--- src/rtl/msi_agg_pkg.sv ---
package msi_agg_pkg;
  localparam int VEC_N     = 32;
  localparam int VEC_IDX_W = $clog2(VEC_N);

  typedef enum logic [1:0] {
    SEL_STATUS = 2'd0,
    SEL_ENABLE = 2'd1,
    SEL_MASK   = 2'd2,
    SEL_NONE   = 2'd3
  } reg_sel_e;
endpackage

--- src/rtl/msi_agg_bank.sv ---
module msi_agg_bank
  import msi_agg_pkg::*;
(
  input  logic                 clk,
  input  logic                 rst_n,
  input  logic                 hit,
  input  logic [VEC_IDX_W-1:0] hit_vec,
  input  logic                 wr,
  input  reg_sel_e             wr_sel,
  input  logic [VEC_N-1:0]     wr_data,
  output logic [VEC_N-1:0]     status_q,
  output logic [VEC_N-1:0]     enable_q,
  output logic [VEC_N-1:0]     mask_q,
  output logic                 pending
);
  logic [VEC_N-1:0] set_vec;
  logic [VEC_N-1:0] clr_vec;

  always_comb begin
    set_vec = '0;
    if (hit) set_vec = (VEC_N'(1) << hit_vec) & enable_q;
    clr_vec = (wr && wr_sel == SEL_STATUS) ? wr_data : '0;
  end

  // set is OR-ed after the clear so a same-cycle message survives
  always_ff @(posedge clk) begin
    if (!rst_n) begin
      status_q <= '0;
      enable_q <= '0;
      mask_q   <= '0;
    end else begin
      status_q <= (status_q & ~clr_vec) | set_vec;
      if (wr && wr_sel == SEL_ENABLE) enable_q <= wr_data;
      if (wr && wr_sel == SEL_MASK)   mask_q   <= wr_data;
    end
  end

  assign pending = |(status_q & enable_q & ~mask_q);
endmodule

--- src/rtl/msi_agg_fold.sv ---
module msi_agg_fold #(
  parameter int N = 3
) (
  input  logic         clk,
  input  logic         rst_n,
  input  logic [N-1:0] pend,
  output logic         irq
);
  always_ff @(posedge clk) begin
    if (!rst_n) irq <= 1'b0;
    else        irq <= |pend;
  end
endmodule

--- src/rtl/msi_agg.sv ---
module msi_agg
  import msi_agg_pkg::*;
#(
  parameter int NUM_BANKS  = 3,
  parameter int BANK_IDX_W = 2,
  localparam int ADDR_W    = BANK_IDX_W + 2
) (
  input  logic                  clk,
  input  logic                  rst_n,
  input  logic                  msg_valid,
  output logic                  msg_ready,
  input  logic [BANK_IDX_W-1:0] msg_bank,
  input  logic [VEC_IDX_W-1:0]  msg_vec,
  input  logic                  reg_we,
  input  logic [ADDR_W-1:0]     reg_addr,
  input  logic [31:0]           reg_wdata,
  output logic [31:0]           reg_rdata,
  output logic                  irq
);
  logic [VEC_N-1:0]     st_q [NUM_BANKS];
  logic [VEC_N-1:0]     en_q [NUM_BANKS];
  logic [VEC_N-1:0]     mk_q [NUM_BANKS];
  logic [NUM_BANKS-1:0] pend;

  logic [BANK_IDX_W-1:0] addr_bank;
  reg_sel_e              addr_sel;

  assign addr_bank = reg_addr[ADDR_W-1:2];
  assign addr_sel  = reg_sel_e'(reg_addr[1:0]);
  assign msg_ready = 1'b1;

  for (genvar b = 0; b < NUM_BANKS; b++) begin : g_bank
    logic hit_b;
    logic wr_b;
    assign hit_b = msg_valid && (msg_bank == BANK_IDX_W'(b));
    assign wr_b  = reg_we && (addr_bank == BANK_IDX_W'(b));

    msi_agg_bank u_bank (
      .clk      (clk),
      .rst_n    (rst_n),
      .hit      (hit_b),
      .hit_vec  (msg_vec),
      .wr       (wr_b),
      .wr_sel   (addr_sel),
      .wr_data  (reg_wdata),
      .status_q (st_q[b]),
      .enable_q (en_q[b]),
      .mask_q   (mk_q[b]),
      .pending  (pend[b])
    );
  end

  always_comb begin
    reg_rdata = '0;
    for (int b = 0; b < NUM_BANKS; b++) begin
      if (addr_bank == BANK_IDX_W'(b)) begin
        case (addr_sel)
          SEL_STATUS: reg_rdata = st_q[b];
          SEL_ENABLE: reg_rdata = en_q[b];
          SEL_MASK:   reg_rdata = mk_q[b];
          default:    reg_rdata = '0;
        endcase
      end
    end
  end

  msi_agg_fold #(.N(NUM_BANKS)) u_fold (
    .clk   (clk),
    .rst_n (rst_n),
    .pend  (pend),
    .irq   (irq)
  );
endmodule

--- config.mk ---
export PLATFORM = sky130hd
export DESIGN_NAME = msi_agg
export DESIGN_NICKNAME = d
export VERILOG_FILES = /design/src/rtl/msi_agg_pkg.sv /design/src/rtl/msi_agg_bank.sv /design/src/rtl/msi_agg_fold.sv /design/src/rtl/msi_agg.sv
export SDC_FILE = /design/constraint.sdc
export NUM_CORES = 1
export LEC_CHECK = 0
export BUFFER_PORTS_ARGS = -buffer_cell sky130_fd_sc_hd__clkbuf_2
export CAP_MARGIN = 30
export CORE_ASPECT_RATIO = 0.7
export CORE_UTILIZATION = 62
export CTS_CLUSTER_SIZE = 40
export DETAILED_ROUTE_END_ITERATION = 7
export PLACE_DENSITY_LB_ADDON = 0.12
export SYNTH_ARGS = -nofsm -noshare
export SYNTH_HDL_FRONTEND = slang
export SYNTH_HIERARCHICAL = 1
export SYNTH_SLANG_ARGS = --single-unit
--- constraint.sdc ---
create_clock -name clk -period 2.5 [get_ports clk]
set_clock_uncertainty 0.1 [all_clocks]
set_input_delay 0 -clock clk [delete_from_list [all_inputs] [get_ports clk]]
set_output_delay 0 -clock clk [all_outputs]
set_load 0.03 [all_outputs]
; Yosys cells after proc, flatten, opt, wreduce, memory -nomap -nowiden
; Index checks and enable logic that the tools add are counted.
[classes]
n_eq_ne = 6
bitwise = 21
div_mod_pow = 0
n_reduce_logical = 19
n_shift = 1
n_addsub = 0
order_cmp = 0
n_mux = 12
multipliers = 0
[op_table]
columns = op, count
row1 = $and 32x32->32, 12
row2 = $mux 32, 9
row3 = $pmux 32 s3, 3
row4 = $not 32->32, 6
row5 = $or 32x32->32, 3
row6 = $reduce_or 96->1, 1
row7 = $shl 1x5->32 const A, 1
row8 = $logic_and 1x1->1, 15
row9 = $eq 2x1->1 const B, 3
row10 = $eq 2x2->1 const B, 3
row11 = $logic_not 2->1, 3
[word_totals]
in_bits = 47
ff_bits = 289
ram_bits = 0
out_inout_bits = 34
n_memories = 0
mem_bits_ro = 0
latch_bits = 0

; Depth between registers and ports, before layout
; Gate-level depths: netlist of run 1.
[depth]
ltp_word = 7
mapped_depth = 10
mapped_depth_nobuf = 6

; Modules after synthesis
; Netlist of run 1, hierarchy kept.
[modules_own_cells]
columns = mod, seq_area_each_um2, cells_per_inst, n_inst, area_per_inst_um2
row1 = msi_agg_bank, 1921.8, 497, 3, 4125.2
row2 = msi_agg, 0.0, 451, 1, 2951.6
row3 = msi_agg_fold, 20.0, 2, 1, 28.8

; Least setup slack after synthesis of run 1
; Ideal clock, no wire load.
[synth_path]
kind = input to register
start = in reg_addr[3]
end = reg g_bank[0].u_bank.status_q[13]
stages = 9
t_arrival_ps = 1566
path_slack_ps = 716
path_cell_list = clkbuf_1 nor2_1 clkbuf_1 and2_1 nor3b_4 buf_6 nand2_1 a32oi_1 nor2b_1
[synth_via]
elab_chain_len = 7
[synth_rtl]
columns = item, line
row1 = from (decl), msi_agg.sv:15  ; input logic [ADDR_W-1:0] reg_addr,
row2 = $logic_not 2->1, msi_agg.sv:36  ; assign wr_b = reg_we && (addr_bank == BANK_IDX_W'(b));
row3 = $logic_and 1x1->1, msi_agg.sv:36
row4 = via g_bank[0].wr_b, msi_agg.sv:34  ; logic wr_b;
row5 = $logic_and 1x1->1, msi_agg_bank.sv:22  ; clr_vec = (wr && wr_sel == SEL_STATUS) ? wr_data : '0;
row6 = $mux 32, msi_agg_bank.sv:22
row7 = $not 32->32, msi_agg_bank.sv:32  ; status_q <= (status_q & ~clr_vec) | set_vec;
row8 = $and 32x32->32, msi_agg_bank.sv:32
row9 = $or 32x32->32, msi_agg_bank.sv:32
row10 = to (signal assigned), msi_agg_bank.sv:32
row11 = to (decl), msi_agg_bank.sv:11  ; output logic [VEC_N-1:0] status_q,
; The timed path passes the listed nets, and every way through them passes these cells.
; A chain may end at the register's enable or synchronous reset.

; Worst setup path after layout of run 1
[layout_path]
start = reg g_bank[0].u_bank.mask_q[5]
end = out reg_rdata[5]
[layout_via]
elab_chain_len = 4
[layout_rtl]
columns = item, line
row1 = from (decl), msi_agg_bank.sv:13  ; output logic [VEC_N-1:0] mask_q,
row2 = from (signal assigned), msi_agg_bank.sv:34  ; if (wr && wr_sel == SEL_MASK) mask_q <= wr_data;
row3 = $pmux 32 s3, msi_agg.sv:57  ; case (addr_sel)
row4 = $mux 32 (3 in series), msi_agg.sv:56  ; if (addr_bank == BANK_IDX_W'(b)) begin
row5 = to (decl), msi_agg.sv:17  ; output logic [31:0] reg_rdata,
; No other way between the ends.

==> impl.org, run 1 <==
** Synthesis
- Area share of the leading cell type in the synthesized netlist :: 37.7%
- Number of warnings reported in the yosys synthesis log :: 6
- Area of the mapped netlist :: around 15000 µm²
- Averaged over all synthesized cells, the footprint is a little under 8 µm².
- Synth Instances :: about 2000
- Portion of the post-synthesis area used by sequential elements :: about 38%
- Number of synthesized register bits :: roughly 290
- By area the synthesized netlist is led by dfxtp_1 38%, nand2_1 15%, a21boi_1 9.2%, nor2b_1 6.6%, a32oi_1 4.8%.
- Dominant cell type by area after synthesis :: dfxtp_1
- The synthesized netlist contains 38 unique library cells.
- Counting every net in the synthesized netlist gives 1991.

** Pwr
- Net Sw Frac :: 25.8%
- In this run, the combinational gates consume ~11% of the power.
- Power share of the sequential group :: between 40 and 50%
- Net Switching :: around 2.7 mW
- Clk pwr share :: between 40% and 50%
- In this run the power density over the cells is between 600 and 700 nW/µm².
- The analysis attributes to cell leakage a power of between 5 and 6 nW.
- Cell internal power was estimated by the tool at just under 8 mW.
- Across the VDD grid, the largest voltage drop is approximately 680 µV.

** STA
- Setup total negative slack on the finished layout was measured at 0 ns.
- The number of max-slew violations in the final report came to 0.
- Final critical-path setup slack :: 0.437 ns
- At the pin with the least slew margin, the transition time is roughly 0.85 ns.
- Time the final worst path needs with I/O delays and setup :: around 2.1 ns
- Final setup fails :: 0
- Setup repair after global routing left no endpoint under its margin.
- The final hold violation count is 0.
- Measured against its own limit, the worst slew margin works out to between 40% and 50%.
- Period Utilization, post-route :: 82.5%
- Achievable Freq :: just under 500 MHz

** Critical path
- Cell depth of the worst flop-to-flop path :: 4
- For the worst setup path, the data required time is ~2.4 ns.
- The critical path ends at reg_rdata[5].
- Of all nets on the critical path, the largest fanout is 3.
- Type of origin of the critical path :: flop
- The worst register-to-register path ends at u_fold/irq.
- Delay of the slowest cell on the worst path :: around 0.4 ns
- Critical path's slowest cell :: o221ai_1
- List of cells traversed by the critical path :: mux2i_1, o221ai_1, and4_1, clkbuf_2
- Crit path DAT :: around 2 ns
- Path type of the worst setup path :: flop to primary output
- CP Launch Point :: g_bank[0].u_bank/mask_q[5]
- Type of element capturing the critical path :: primary output
- Beginning of the worst register-to-register path :: g_bank[0].u_bank/mask_q[6]
- R2R Setup Slk :: a little under 0.5 ns

** CTS
- In this run the deepest clock path goes through 3 buffers.
- Clock-pin slew was measured on the worst setup and hold paths at around 0.070 ns.
- TritonCTS built the clock tree.
- Worst skew pair latency :: about 0.56 ns
- The root buffer cell chosen for the clock tree is clkbuf_16.
- Number of H-tree branching levels :: 1
- Number of buffers inserted during clock tree synthesis :: 28
- For this design, the sink count on the clock tree is ~290.

** Route
- Total wirelength of the detailed-routed design :: 60200 µm
- Detailed-route via count :: about 16000
- In the final routed layout, each cell accounts on average for approximately 26 µm.
- Number of DRC violations after detailed routing :: 0
- Routed vias/inst :: approximately 6.8
- The detail route stage leaves a number of antenna-violating nets equal to 0.
- The first detailed-routing pass ran for 8 iterations.
- Violation count after the first detailed-route iteration :: about 2500

** Floorplan
- Die Width :: roughly 190 µm
- For this configuration, the core starts out at a cell density of between 60% and 70%.
- Pin placement for this block handled 81 I/O pins.
- Vertical die dimension :: ~130 µm
- After floorplanning, the core was divided into 47 placement rows.
- The floorplan step defined a die boundary enclosing between 20000 and 30000 µm².
- Floorplan core area :: 24000 µm²

** Place
- OpenSTA, run right after detailed placement, puts the worst setup slack at around 0.5 ns.
- At the end of routability-driven placement, the weighted congestion stood at just under 1.
- Count of input and output buffers :: 79
- Detailed placement finished with a half-perimeter wire length of approximately 40000 µm.

** Min path
- Counting instances, the worst hold path has a depth of 6.
- The tightest min-delay check is of the primary input to flop type.

** Final layout
- ANT cells :: 0
- The final layout contains slightly above 2000 nets.
- Syn-to-layout area delta :: 12.6%
- Fraction of layout instances using a drive strength above 1 :: between 10% and 20%

** Global routing
- Overall overflow remaining after global route :: 0
- Entering global routing, the biggest net connects 86 pins.
- Global routing used about 47% of the available tracks.
- The initial antenna violation count came to 1.
- The first global-routing pass estimated approximately 89000 µm of wire.
- Via count of the first global-routing pass :: roughly 15000

** Status
- The run finished with clean final reports.

** Job
- Max_cap viols :: 0
[what timing repair did]
action	4_1_cts	5_1_grt
hold buffers	36	0
hold endpoints to repair	289	0
resized for setup	0	0
buffers inserted	0	0
[how the worst min path moves through the flow]
stage / startpoint / to / slack [ns]
finish: reg_we / g_bank[2].u_bank/enable_q[12] / 0.06
global route: reg_addr[0] / g_bank[1].u_bank/enable_q[20] / 0.06
CTS: reg_addr[0] / g_bank[1].u_bank/enable_q[20] / 0.04
detailed placement: reg_wdata[17] / g_bank[1].u_bank/mask_q[17] / 0.26
global placement: reg_wdata[17] / g_bank[0].u_bank/mask_q[17] / 0.24
floorplan: rst_n / u_fold/irq / 0.03
[through the flow]
stage          power [mW]  std cells  utilization [%]  cell area [µm²]  hold slack, ns
6_report             10.4       2354             72.0            17300          0.0605
5_1_grt              10.6       2354             72.0            17300          0.0567
4_1_cts              10.3       2354             72.0            17300          0.0409
3_5_place_dp         5.80       2268             66.5            15900           0.258
3_3_place_gp         5.80       2268             66.5            15900           0.243
2_1_floorplan        5.37       1944                -            15400          0.0279
[synthesized netlist by cell type (all sizes together)]
library cell,instances
nand2,595
dfxtp,289
a21boi,204
nor2b,166
a32oi,84
buf,76
inv,67
clkbuf,66
mux2i,64
o21ai,64
o221ai,64
o22ai,48
nor3,38
and4,32
nor2,17
nand4,15
nor4,12
and3b,9
nor3b,7
and2b,6
and2,4
or2,4
and3,3
nand3,3
nand3b,3
conb,1
nand2b,1
o31a,1
or3b,1
[flip-flops by register name, summed over array words and instances, names as in the netlist]
| signal | count |
|---|---|
| u_fold/irq | 1 |
| g_bank.u_bank/enable_q | 96 |
| g_bank.u_bank/mask_q | 96 |
| g_bank.u_bank/status_q | 96 |
[kinds of logic after synthesis]
logic type / after synthesis / share of synthesized area, %
AO/OA/AOI/OAI: 465 / 22.5
flip-flops: 289 / 37.7
other: 1 / 0.0244
multiplexers: 64 / 4.17
buffers and inverters: 209 / 7.18
AND/OR/NAND/NOR: 916 / 28.4
[power groups by stage]
stage / clock network (mW) / logic (mW) / registers [mW]
3_5_place_dp: 0 / 1.02 / 4.78
3_3_place_gp: 0 / 1.01 / 4.78
4_1_cts: 4.54 / 1.07 / 4.68
2_1_floorplan: 0 / 0.594 / 4.77
5_1_grt: 4.74 / 1.15 / 4.68
6_report: 4.57 / 1.13 / 4.68
[placed cells by master, fill, tap and decap left out, types with 5 or more instances in the layout]
master,instances
a32oi_1,84
mux2i_1,64
buf_4,62
nand4_1,15
nor4_1,12
nor3_1,32
and4_1,32
nor3_2,6
o22ai_1,48
nand2_1,595
o221ai_1,64
clkbuf_16,29
dfxtp_1,289
nor2b_1,163
a21boi_0,15
clkbuf_8,9
nor2_1,13
and2b_1,6
and3b_1,9
dlygate4sd3_1,36
clkinv_2,5
inv_1,65
buf_12,8
clkbuf_2,76
o21ai_0,64
a21boi_1,189
[worst max-delay path: cells and delay by family, from the launching register on]
| kind | cells | cell delay (ns) |
|---|---|---|
| DFF | 1 | 0.36 |
| muxes | 1 | 0.09 |
| and+or+nand+nor | 1 | 0.33 |
| buffers and inverters | 1 | 0.24 |
| AOI/OAI and AO/OA | 1 | 0.39 |
[final cells by class]
class | instances | area [µm²]
Clock buffer | 42 | 865
Clock inverter | 8 | 115
Fill cell | 1935 | 6710
Inverter | 67 | 251
Multi-Input combinational cell | 1446 | 8480
Sequential cell | 289 | 5790
Tap cell | 318 | 398
Timing Repair Buffer | 184 | 1390
[metal layers]
| metal | vias to the layer above | GRT usage, % | routed length, µm |
|---|---|---|---|
| met5 | - | 0 | 13 |
| li1 | 6892 | - | - |
| met2 | 1319 | 65.0 | 23700 |
| met1 | 7466 | 64.6 | 23000 |
| met4 | 2 | 24.1 | 3740 |
| met3 | 263 | 14.5 | 9710 |
No activity file was read; power rests on OpenSTA's default activity.
==> run 2, diff against run 1 <==
==> constraint.sdc (replaced) <==
create_clock -name clk -period 1.9 [get_ports clk]
set_clock_uncertainty 0.1 [all_clocks]
set_input_delay 0 -clock clk [delete_from_list [all_inputs] [get_ports clk]]
set_output_delay 0 -clock clk [all_outputs]
set_load 0.03 [all_outputs]
==> run 2 against run 1 <==
  * Flip-flop and latch count stayed put
  * Via count is 0.42% higher
  * Highest routed layer unchanged
  * Wire length is 0.59% lower
  * Sequential share of layout area is 0.61 points lower
  * Register-to-register slack worse by 0.34 ns
  * Clock-buffer cell count is 2 lower
  * Non-clock buffer count is 26 higher
  * Global-route usage is 0.20 points lower
==> impl.org, run 2 (synthesis results as in run 1) <==
** Route
- The wire length reported by the detailed router is 59900 µm (-0.59%).
- Routed wire length per instance :: 25.1 µm (-1.8%)
- The number of design rule violations left after detail routing came to 0 (unchanged).
- ANT nets after route :: 0 (unchanged)
- Routed vias/inst :: 6.72 (-0.84%)
- The number of iterations in the first detailed-routing pass is 8 (unchanged).
- The routed via count is 16009 (+0.42%).
- The number of DRC violations after detailed-routing iteration 0 came to 2557 (+3.9%).

** Place
- The worst slack at placement was 0.198 ns (-0.309 ns).
- Count of input and output buffers :: 79 (unchanged)
- The cell total after placement was 2296 (+1.2%).
- The area after detailed placement is 16300 µm² (+1.9%).
- Final HPWL DP :: 40400 µm (+2.1%)
- The global placement routability congestion was 1.00 (+2.0%).

** STA
- The final worst slack is 0.0000828 ns (-0.437 ns).
- Subtracting the final worst setup slack from the clock period gives roughly 1.9 ns.
- Achievable Freq :: ~530 MHz
- The worst hold margin came to 0.0410 ns (-0.0195 ns).
- Tightest slew margin relative to the limit :: 59.9% (+17 points)
- Final count of pins violating max slew :: 0 (unchanged)
- Setup repair after global routing left no endpoint under its margin.
- Period Utilization, post-route :: about 100%
- Slew at the pin with the worst max-slew slack :: 0.602 ns (-0.250 ns)
- Number of hold violations in the final report :: 0 (unchanged)
- Final total negative setup slack :: 0 ns (unchanged)
- The count of final setup violators is 0 (unchanged).

** Critical path
- The largest individual stage delay along the critical path comes from the cell dfxtp_1.
- Path type of the worst setup path :: flop to primary output
- The arrival time reported for the critical path endpoint was 1.80 ns (-0.16 ns).
- The buffer and inverter count on the worst path was 1 (unchanged).
- CP required :: 1.80 ns (-0.60 ns)
- Max Fanout on Critical Path :: 3 (unchanged)
- List of cells traversed by the critical path :: nor2b_1, o21ai_0, and4_1, clkbuf_2
- The kind of cell with the highest combined delay along the critical path is flip-flops.
- STA classifies the critical path startpoint as a flop.
- Delay of the slowest cell on the worst path :: 0.48 ns (+0.09 ns)
- STA classifies the critical path endpoint as a primary output.

** Floorplan
- The width of the chip came to 190 µm (unchanged).
- Starting Density :: 64.0% (unchanged)
- Floorplan core area :: 24000 µm² (unchanged)
- The number of placement rows was 47 (unchanged).
- Vertical die dimension :: 134 µm (unchanged)
- Die outline area :: 25400 µm² (unchanged)
- The count of pins on the block boundary is 81 (unchanged).

** CTS
- The total clock buffers created by CTS came to 28 (unchanged).
- The number of buffers added for setup after CTS is 0 (unchanged).
- Clock slew seen by the registers of the worst setup and hold paths :: 0.06 ns (about the same)
- Clock sink total :: 289 (unchanged)
- The worst-skew pair later-pin latency is 0.56 ns (about the same).
- Clock Root Buffer :: clkbuf_16
- The H-tree level count was 1 (unchanged).
- The worst-case clock buffer depth was 3 (unchanged).
- Clock tree from TritonCTS :: built

** Global routing
- The global-route congestion overflow total came to 0 (unchanged).
- The overall track demand over capacity in global routing was 46.6% (-0.20 points).
- Global-route wire length before repair :: 88600 µm (-0.15%)
- The largest net degree at the start of global routing is 81 (-5.8%).
- Number of antenna violations at the first check in global routing :: 5 (+4)
- The number of global-route vias before repair is 14475 (-0.42%).

** Final layout
- The end-of-flow core utilization is 73.4% (+1.4 points).
- In the layout the commonest cells are 595 x nand2_1, 285 x dfxtp_1, 189 x a21boi_1.
- In the final layout, the registers with the most flip-flops are g_bank.u_bank/enable_q (96), g_bank.u_bank/mask_q (96), g_bank.u_bank/status_q (96).
- The number of standard cells in the layout, taps in and fillers out was 2384 (+1.3%).
- Post-route cell area :: 17600 µm² (+1.9%)
- The proportion of layout cells with a drive suffix above 1 was 12.5% (+1.9 points).
- Most frequent standard cell in the layout excluding fill and tap cells :: nand2_1
- The number of nets in the layout was 2089 (+1.3%).
- Syn-to-layout area delta :: 14.7%

** Job
- The number of max-capacitance violations reported is 0 (unchanged).

** Pwr
- Final Power :: 13.6 mW (+31%)
- Worst vdd rail ir drop :: 734 µV (+8.8%)
- Static power due to leakage :: 5.98 nW (+2.8%)
- P per Cell Area :: 774 nW/µm² (+29%)

** Min path
- Kind of path behind the tightest hold check :: primary input to flop

** Status
- Run status :: finished, final reports clean
-- run 2: routing by layer --
layer  up-vias  wire (µm)  part of all wire [%]  global-route usage [%]
li1       6951          -                     -                       -
met1      7537      23000                    38                    63.9
met2      1279      24300                    41                    66.0
met3       236       9350                    16                    14.5
met4         6       3180                   5.3                    21.8
met5         -         48                 0.080                   0.385
-- run 2: cell type report --
type / count / area [µm²]
sequential: 289 / 5790
timing repair buffer: 210 / 1680
tap: 318 / 398
fill: 1943 / 6370
antenna: 2 / 5.00
inverter: 67 / 251
multi-input combinational: 1446 / 8510
clock buffer: 40 / 837
clock inverter: 12 / 140
-- run 2: repair_timing --
item,CTS,global route
setup endpoints to repair,2,8
resized for setup,2,19
hold buffers,34,0
pin swaps,0,2
hold endpoints to repair,288,0
-- run 2: worst reg2reg max path: stages, from the launching register on --
cell	delay, ns
dfxtp_1	0.33
nand2_1	0.08
o22ai_1	0.18
nor4_1	0.46
nand4_1	0.19
o31a_1	0.31
-- run 2: path summary, 6_finish.rpt --
check,startpoint,slack [ns],endpoint,cells past startpoint
worst max-delay path,g_bank[2].u_bank/mask_q[4],0.00008,reg_rdata[4],4
worst min-delay path,msg_vec[3],0.04,g_bank[0].u_bank/status_q[5],5
worst max register to register,g_bank[0].u_bank/enable_q[0],0.15,u_fold/irq,5
worst min register to register,g_bank[2].u_bank/status_q[5],0.36,g_bank[2].u_bank/status_q[5],2
-- run 2: where the power goes --
part / leakage (nW) / switching [mW] / internal (mW)
sequential: 2.33 / 0.0535 / 6.11
clock: 0.482 / 2.50 / 3.47
combinational: 3.17 / 0.979 / 0.531
total: 5.98 / 3.53 / 10.1
